==> src/rtl/pfd_pkg.sv <==
package pfd_pkg;

  // Pair of detector request flags.
  typedef struct packed {
    logic up;
    logic dn;
  } pfd_flags_t;

  // Verdict given to one comparison window by the lock filter.
  typedef enum logic {
    WIN_QUIET = 1'b0,
    WIN_NOISY = 1'b1
  } win_verdict_t;

endpackage

==> src/rtl/ref_divider.sv <==
module ref_divider #(
  parameter int R_W = 6
) (
  input  logic           clk,
  input  logic           clr,
  input  logic           ref_in,
  input  logic [R_W-1:0] r_div,
  output logic           fc_pulse
);

  logic           ref_q;
  logic [R_W-1:0] edge_cnt;
  logic           ref_rise;

  assign ref_rise = ref_in & ~ref_q;

  always_ff @(posedge clk) begin
    if (clr) begin
      ref_q    <= 1'b0;
      edge_cnt <= '0;
      fc_pulse <= 1'b0;
    end else begin
      ref_q    <= ref_in;
      fc_pulse <= 1'b0;
      if (ref_rise) begin
        // >= keeps the counter bounded if the ratio shrinks mid-count
        if (edge_cnt >= r_div) begin
          edge_cnt <= '0;
          fc_pulse <= 1'b1;
        end else begin
          edge_cnt <= edge_cnt + 1'b1;
        end
      end
    end
  end

  // A reference rise needs a low sample first, so pulses never touch.
  assert_fc_single_R1: assert property (@(posedge clk) disable iff (clr)
    fc_pulse |=> !fc_pulse);

endmodule

==> src/rtl/pfd_core.sv <==
module pfd_core
  import pfd_pkg::*;
(
  input  logic clk,
  input  logic clr,
  input  logic fc_evt,
  input  logic fb_in,
  output logic up,
  output logic dn
);

  logic       fb_q;
  logic       fb_rise;
  pfd_flags_t st;

  assign fb_rise = fb_in & ~fb_q;
  assign up = st.up;
  assign dn = st.dn;

  always_ff @(posedge clk) begin
    if (clr) begin
      fb_q <= 1'b0;
      st   <= '0;
    end else begin
      fb_q <= fb_in;
      if (st.up && st.dn) begin
        // mutual clear: overlap lasts exactly one sampling cycle
        st <= '0;
      end else begin
        st.up <= st.up | fc_evt;
        st.dn <= st.dn | fb_rise;
      end
    end
  end

  assert_overlap_clears_R5: assert property (@(posedge clk) disable iff (clr)
    (up && dn) |=> (!up && !dn));

  assert_up_from_fc_R3: assert property (@(posedge clk) disable iff (clr)
    $rose(up) |-> $past(fc_evt));

  assert_dn_from_fb_R4: assert property (@(posedge clk) disable iff (clr)
    $rose(dn) |-> $past(fb_rise));

endmodule

==> src/rtl/lock_filter.sv <==
module lock_filter
  import pfd_pkg::*;
#(
  parameter int PER_W = 8,
  parameter int TOL_W = 8
) (
  input  logic             clk,
  input  logic             clr,
  input  logic             fc_evt,
  input  logic             or_in,
  input  logic [PER_W-1:0] lock_periods,
  input  logic [TOL_W-1:0] lock_tol,
  output logic             lock
);

  localparam int ACT_W = TOL_W + 1;
  localparam logic [ACT_W-1:0] ACT_MAX = '1;
  localparam logic [PER_W-1:0] PER_MAX = '1;

  logic [ACT_W-1:0] act_cnt;
  logic [ACT_W:0]   act_total;
  logic [PER_W-1:0] quiet_cnt;
  logic [PER_W-1:0] quiet_nx;
  win_verdict_t     verdict;

  // active cycles of the window closing now, including this cycle
  assign act_total = {1'b0, act_cnt} + {{ACT_W{1'b0}}, or_in};
  assign verdict   = (act_total > {2'b00, lock_tol}) ? WIN_NOISY : WIN_QUIET;
  assign quiet_nx  = (quiet_cnt == PER_MAX) ? quiet_cnt : quiet_cnt + 1'b1;

  always_ff @(posedge clk) begin
    if (clr) begin
      act_cnt   <= '0;
      quiet_cnt <= '0;
      lock      <= 1'b0;
    end else if (fc_evt) begin
      act_cnt <= '0;
      if (verdict == WIN_NOISY) begin
        quiet_cnt <= '0;
        lock      <= 1'b0;
      end else begin
        quiet_cnt <= quiet_nx;
        // a zero setting behaves as one since quiet_nx is at least one
        lock      <= (quiet_nx >= lock_periods);
      end
    end else if (or_in && act_cnt != ACT_MAX) begin
      act_cnt <= act_cnt + 1'b1;
    end
  end

  assert_lock_rise_on_fc_R7: assert property (@(posedge clk) disable iff (clr)
    $rose(lock) |-> $past(fc_evt));

  assert_lock_fall_on_fc_R8: assert property (@(posedge clk) disable iff (clr)
    $fell(lock) |-> ($past(fc_evt) || $past(clr)));

endmodule

==> src/rtl/refdiv_pfd_lock.sv <==
module refdiv_pfd_lock #(
  parameter int R_W   = 6,
  parameter int PER_W = 8,
  parameter int TOL_W = 8
) (
  input  logic             clk,
  input  logic             rst,
  input  logic             pwr_dn,
  input  logic             ref_in,
  input  logic             fb_in,
  input  logic [R_W-1:0]   r_div,
  input  logic [PER_W-1:0] lock_periods,
  input  logic [TOL_W-1:0] lock_tol,
  output logic             fc_out,
  output logic             up_out,
  output logic             dn_out,
  output logic             or_out,
  output logic             lock_out
);

  logic clr;
  logic fc_pulse;
  logic up_r;
  logic dn_r;
  logic lock_r;

  assign clr = rst | pwr_dn;

  ref_divider #(.R_W(R_W)) u_div (
    .clk      (clk),
    .clr      (clr),
    .ref_in   (ref_in),
    .r_div    (r_div),
    .fc_pulse (fc_pulse)
  );

  pfd_core u_pfd (
    .clk    (clk),
    .clr    (clr),
    .fc_evt (fc_pulse),
    .fb_in  (fb_in),
    .up     (up_r),
    .dn     (dn_r)
  );

  lock_filter #(.PER_W(PER_W), .TOL_W(TOL_W)) u_lock (
    .clk          (clk),
    .clr          (clr),
    .fc_evt       (fc_pulse),
    .or_in        (or_out),
    .lock_periods (lock_periods),
    .lock_tol     (lock_tol),
    .lock         (lock_r)
  );

  // all sources are flip-flops, so the OR stays free of input glitches
  assign fc_out   = fc_pulse;
  assign up_out   = up_r;
  assign dn_out   = dn_r;
  assign or_out   = up_r | dn_r;
  assign lock_out = lock_r;

  assert_pd_silent_R9: assert property (@(posedge clk) disable iff (rst)
    pwr_dn |=> (!fc_out && !up_out && !dn_out && !lock_out));

endmodule

==> config.mk <==
export PLATFORM = sky130hd
export DESIGN_NAME = refdiv_pfd_lock
export DESIGN_NICKNAME = d
export VERILOG_FILES = /design/src/rtl/pfd_pkg.sv /design/src/rtl/ref_divider.sv /design/src/rtl/pfd_core.sv /design/src/rtl/lock_filter.sv /design/src/rtl/refdiv_pfd_lock.sv
export SDC_FILE = /design/constraint.sdc
export NUM_CORES = 1
export LEC_CHECK = 0
export BUFFER_PORTS_ARGS = -buffer_cell sky130_fd_sc_hd__buf_2
export CORE_UTILIZATION = 31
export CTS_BUF_LIST = sky130_fd_sc_hd__clkbuf_8
export CTS_CLUSTER_SIZE = 12
export DETAILED_ROUTE_END_ITERATION = 12
export SYNTH_ARGS = -nofsm -noshare
export SYNTH_HDL_FRONTEND = slang
export SYNTH_SLANG_ARGS = --single-unit
==> constraint.sdc <==
create_clock -name clk -period 3.01 [get_ports clk]
set_input_delay 0.301 -clock clk [delete_from_list [all_inputs] [get_ports clk]]
set_output_delay 0.301 -clock clk [all_outputs]
set_load 0.05 [all_outputs]
==> summary.md <==
| Metric | Value |
|---|---|
| Run status | finished clean |
| Clock Power Share | 0.391 |
| Clock sinks | 29 |
| CTS buffer count | 5 |
| DRT antenna net count | 0 |
| Yosys cell types | 45 |
| Core footprint | 6096 um^2 |
| Layout cells sized above 1 | 0.1685 |
| IR drop worst, VDD | between 0.0002 and 0.00025 V |
| Worst-Skew Late Latency | 280 ps |
| CP delay by family, top | compound AO/OA/AOI/OAI gates |
| WL final | between 3000 and 4000 um |
| Ranking of synthesized cells by area | dfxtp_1 (29%), ha_1 (17%), xor2_1 (5.7%), inv_1 (4.1%), nor2_1 (3.6%) |
| Placed Cells incl. Taps | between 300 and 400 |
| Yosys warning count | 0 |
| Logic gate share of total power | 0.099 |
| RePlAce Congestion | 0.7344 |
| RSZ-0062 raised after global routing | false |
| Number of hold violations in the final report | 0 |
| Mapped Area | 2007 um^2 |
| Power Internal | around 580 uW |
| Area grow syn2layout | 15.40% |
| Switching pwr | 186.5 uW |
| Final worst path period share | 0.8766 |
| Avg WL per Cell | 11.27 um |
| Port Buffers | 31 |
| Hold slack | approximately 230 ps |
| Max-Cap Viols | 0 |
| WP buf/inv | 0 |
| Sw Ratio | 0.2431 |
| Vias in the first global route | about 1500 |
| Slowest Stage Delay on Critical Path | 370 ps |
| Die Footprint | 6800 um^2 |
| Hold Buf Count CTS | 0 |
| EDFF count, synth | 0 |
| Setup_tns | 0 ps |
| Max-slew violation count | 0 |
| Htree depth | 2 |
| Clock Root Buffer | clkbuf_8 |
| Slew headroom | 0.6258 |
| Post-route insts no fill | 342 |
| Overflow after GRT | 0 |
| Synth top area share | 0.2893 |
| Drt first pass iters | 4 |
| Post-synth top cells | dfxtp_1 (29), ha_1 (28), inv_1 (22), nor2_1 (19), nand2_1 (15) |
| Syn Nets | 290 |
| Initial antenna violation count | 0 |
| Critical path peak fanout | 8 |
| Pleak | 1.148 nW |
| Die Wd | 82.46 um |
| Syn_area_per_cell | 8.540 um^2 |
| Worst Max-Slew Pin Slew | ~560 ps |
| Worst-path clk slew | 60 ps |
| Post-DP HPWL | ~3000 um |
| Power Dens Cells | between 300 and 400 nW/um^2 |
| CTS tree | done |
| Post-CTS Setup Bufs | 0 |
| Setup crit end kind | register |
| Die height | 82.46 um |
| Cell Rows | 28 |
| Clock skew | around 6.7 ps |
| Top-level I/O count | 32 |
| WS Path Type | reg -> reg |
| Highest clock rate | 0.3790 GHz |
| GRT Overall Usage | 0.1302 |
| DRC Markers | 0 |
| Critical-path cell list | ha_1 -> and2_1 -> a311oi_1 -> nor2b_1 -> or2_1 -> ha_1 -> a21o_1 -> a21o_1 -> a21oi_1 -> o31a_1 -> o21ai_1 |
| Min-delay worst type | in -> reg |
| Seq pwr share | 0.510 |
| Drt via density | 4.912 |
| Final Net Count | 321 |
| FFs w/ async S/R, synth | 0 |
| Worst EP required | 3180 ps |
| CP arrival | 2810 ps |
| Number of synthesized register bits | 29 |
| Most common cell in the netlist | dfxtp_1 |
| Final Critical Period | 2638 ps |
| R2R Setup Slk | 370 ps |
| Cts repair resizes | 0 |
| Iteration-0 DRC Markers | 35 |
| Global-route wire length before repair | 6755 um |
| Main synth FF type | dfxtp_1 |
| CTS Buffer Depth | 2 |
| Largest net degree at the start of global routing | 11 |
| Starting Density | 0.3292 |
| Area leader, netlist | dfxtp_1 |
| Mapped Cells | 235 |
| Antenna diodes | 0 |
| CP Launch Type | register |
| Sequential fraction of the synthesis area | 0.2893 |
| Setup violations, final | 0 |
| Vias | 1680 |
| Critical-path top delay cell | a311oi_1 |
==> cells by family (layout without fill, tap and decap cells) <==
kind of cell    count (synthesis)  after routing  synth area share
buf+inv                        30             62           0.05736
compound gates                 41             41            0.1552
fa+ha+maj                      28             28            0.1746
flops                          29             29            0.2893
simple gates                   84             84            0.2201
mux                             4              4           0.02057
xor+xnor                       19             19           0.08292
==> metrics by stage <==
step	util	total power, mW	instance area [um^2]	worst slack [ps]
global route	0.3799	0.8118	2316	171.9
global placement	0.3664	0.4754	2233	401.1
CTS	0.3799	0.7802	2316	366.5
detailed placement	0.3664	0.4772	2233	386.7
finish	0.3799	0.7672	2316	371.6
floorplan	-	0.4485	2009	2.358
==> state kept, by name, summed over array words and instances, names as in the netlist <==
signal,flops
u_lock.act_cnt,9
u_lock.quiet_cnt,8
u_div.edge_cnt,6
u_div.fc_pulse,1
u_div.ref_q,1
u_lock.lock,1
u_pfd.dn,1
u_pfd.fb_q,1
u_pfd.up,1
==> area by class of cell <==
type                       count  area, um^2
multi-input combinational    176        1314
clock inverter                 3       13.76
inverter                      22       82.58
sequential                    29       580.6
tap                           75       93.84
fill                         649        3780
clock buffer                   5       68.82
timing repair buffer          32       162.7
==> layout by cell type, fill, tap and decap left out, types with 2 or more instances in the layout <==
| cell type | instances |
|---|---|
| buf_2 | 31 |
| dfxtp_1 | 29 |
| ha_1 | 28 |
| inv_1 | 23 |
| nor2_1 | 19 |
| nand2_1 | 15 |
| xor2_1 | 13 |
| nand4_1 | 8 |
| a21oi_1 | 7 |
| and3_1 | 7 |
| nor4_1 | 7 |
| xnor2_1 | 6 |
| nor2b_1 | 6 |
| a21o_1 | 6 |
| a32o_1 | 6 |
| nand3_1 | 5 |
| clkbuf_8 | 5 |
| and2_1 | 3 |
| a31oi_1 | 3 |
| o21ai_0 | 3 |
| or3_1 | 3 |
| mux2i_1 | 3 |
| nor3_1 | 2 |
| o21bai_1 | 2 |
| o21a_1 | 2 |
| nand2b_1 | 2 |
| a211oi_1 | 2 |
| clkinv_2 | 2 |
==> worst paths after layout <==
path / endpoint / cells past startpoint / startpoint
worst max-delay path: u_lock.lock / 11 / u_lock.quiet_cnt[0]
worst max register to register: u_lock.lock / 11 / u_lock.quiet_cnt[0]
worst min register to register: u_lock.lock / 2 / u_lock.lock
worst min-delay path: u_div.ref_q / 2 / ref_in
==> power by group through the flow <==
stage                     clock network [mW]  registers [mW]  logic, mW
after floorplan                            0           0.401     0.0472
final                                  0.300           0.391     0.0761
after CTS                              0.311           0.391     0.0778
after global routing                   0.332           0.391     0.0880
after global placement                     0           0.400     0.0758
after detailed placement                   0           0.400     0.0776
==> layer usage <==
metal / track usage / wire (um)
met2: 0.2074 / 1647
met1: 0.1666 / 1999
met5: 0 / 0
met3: 0.02967 / 140
met4: 0.05789 / 65
(Power assumes the default switching activity.)
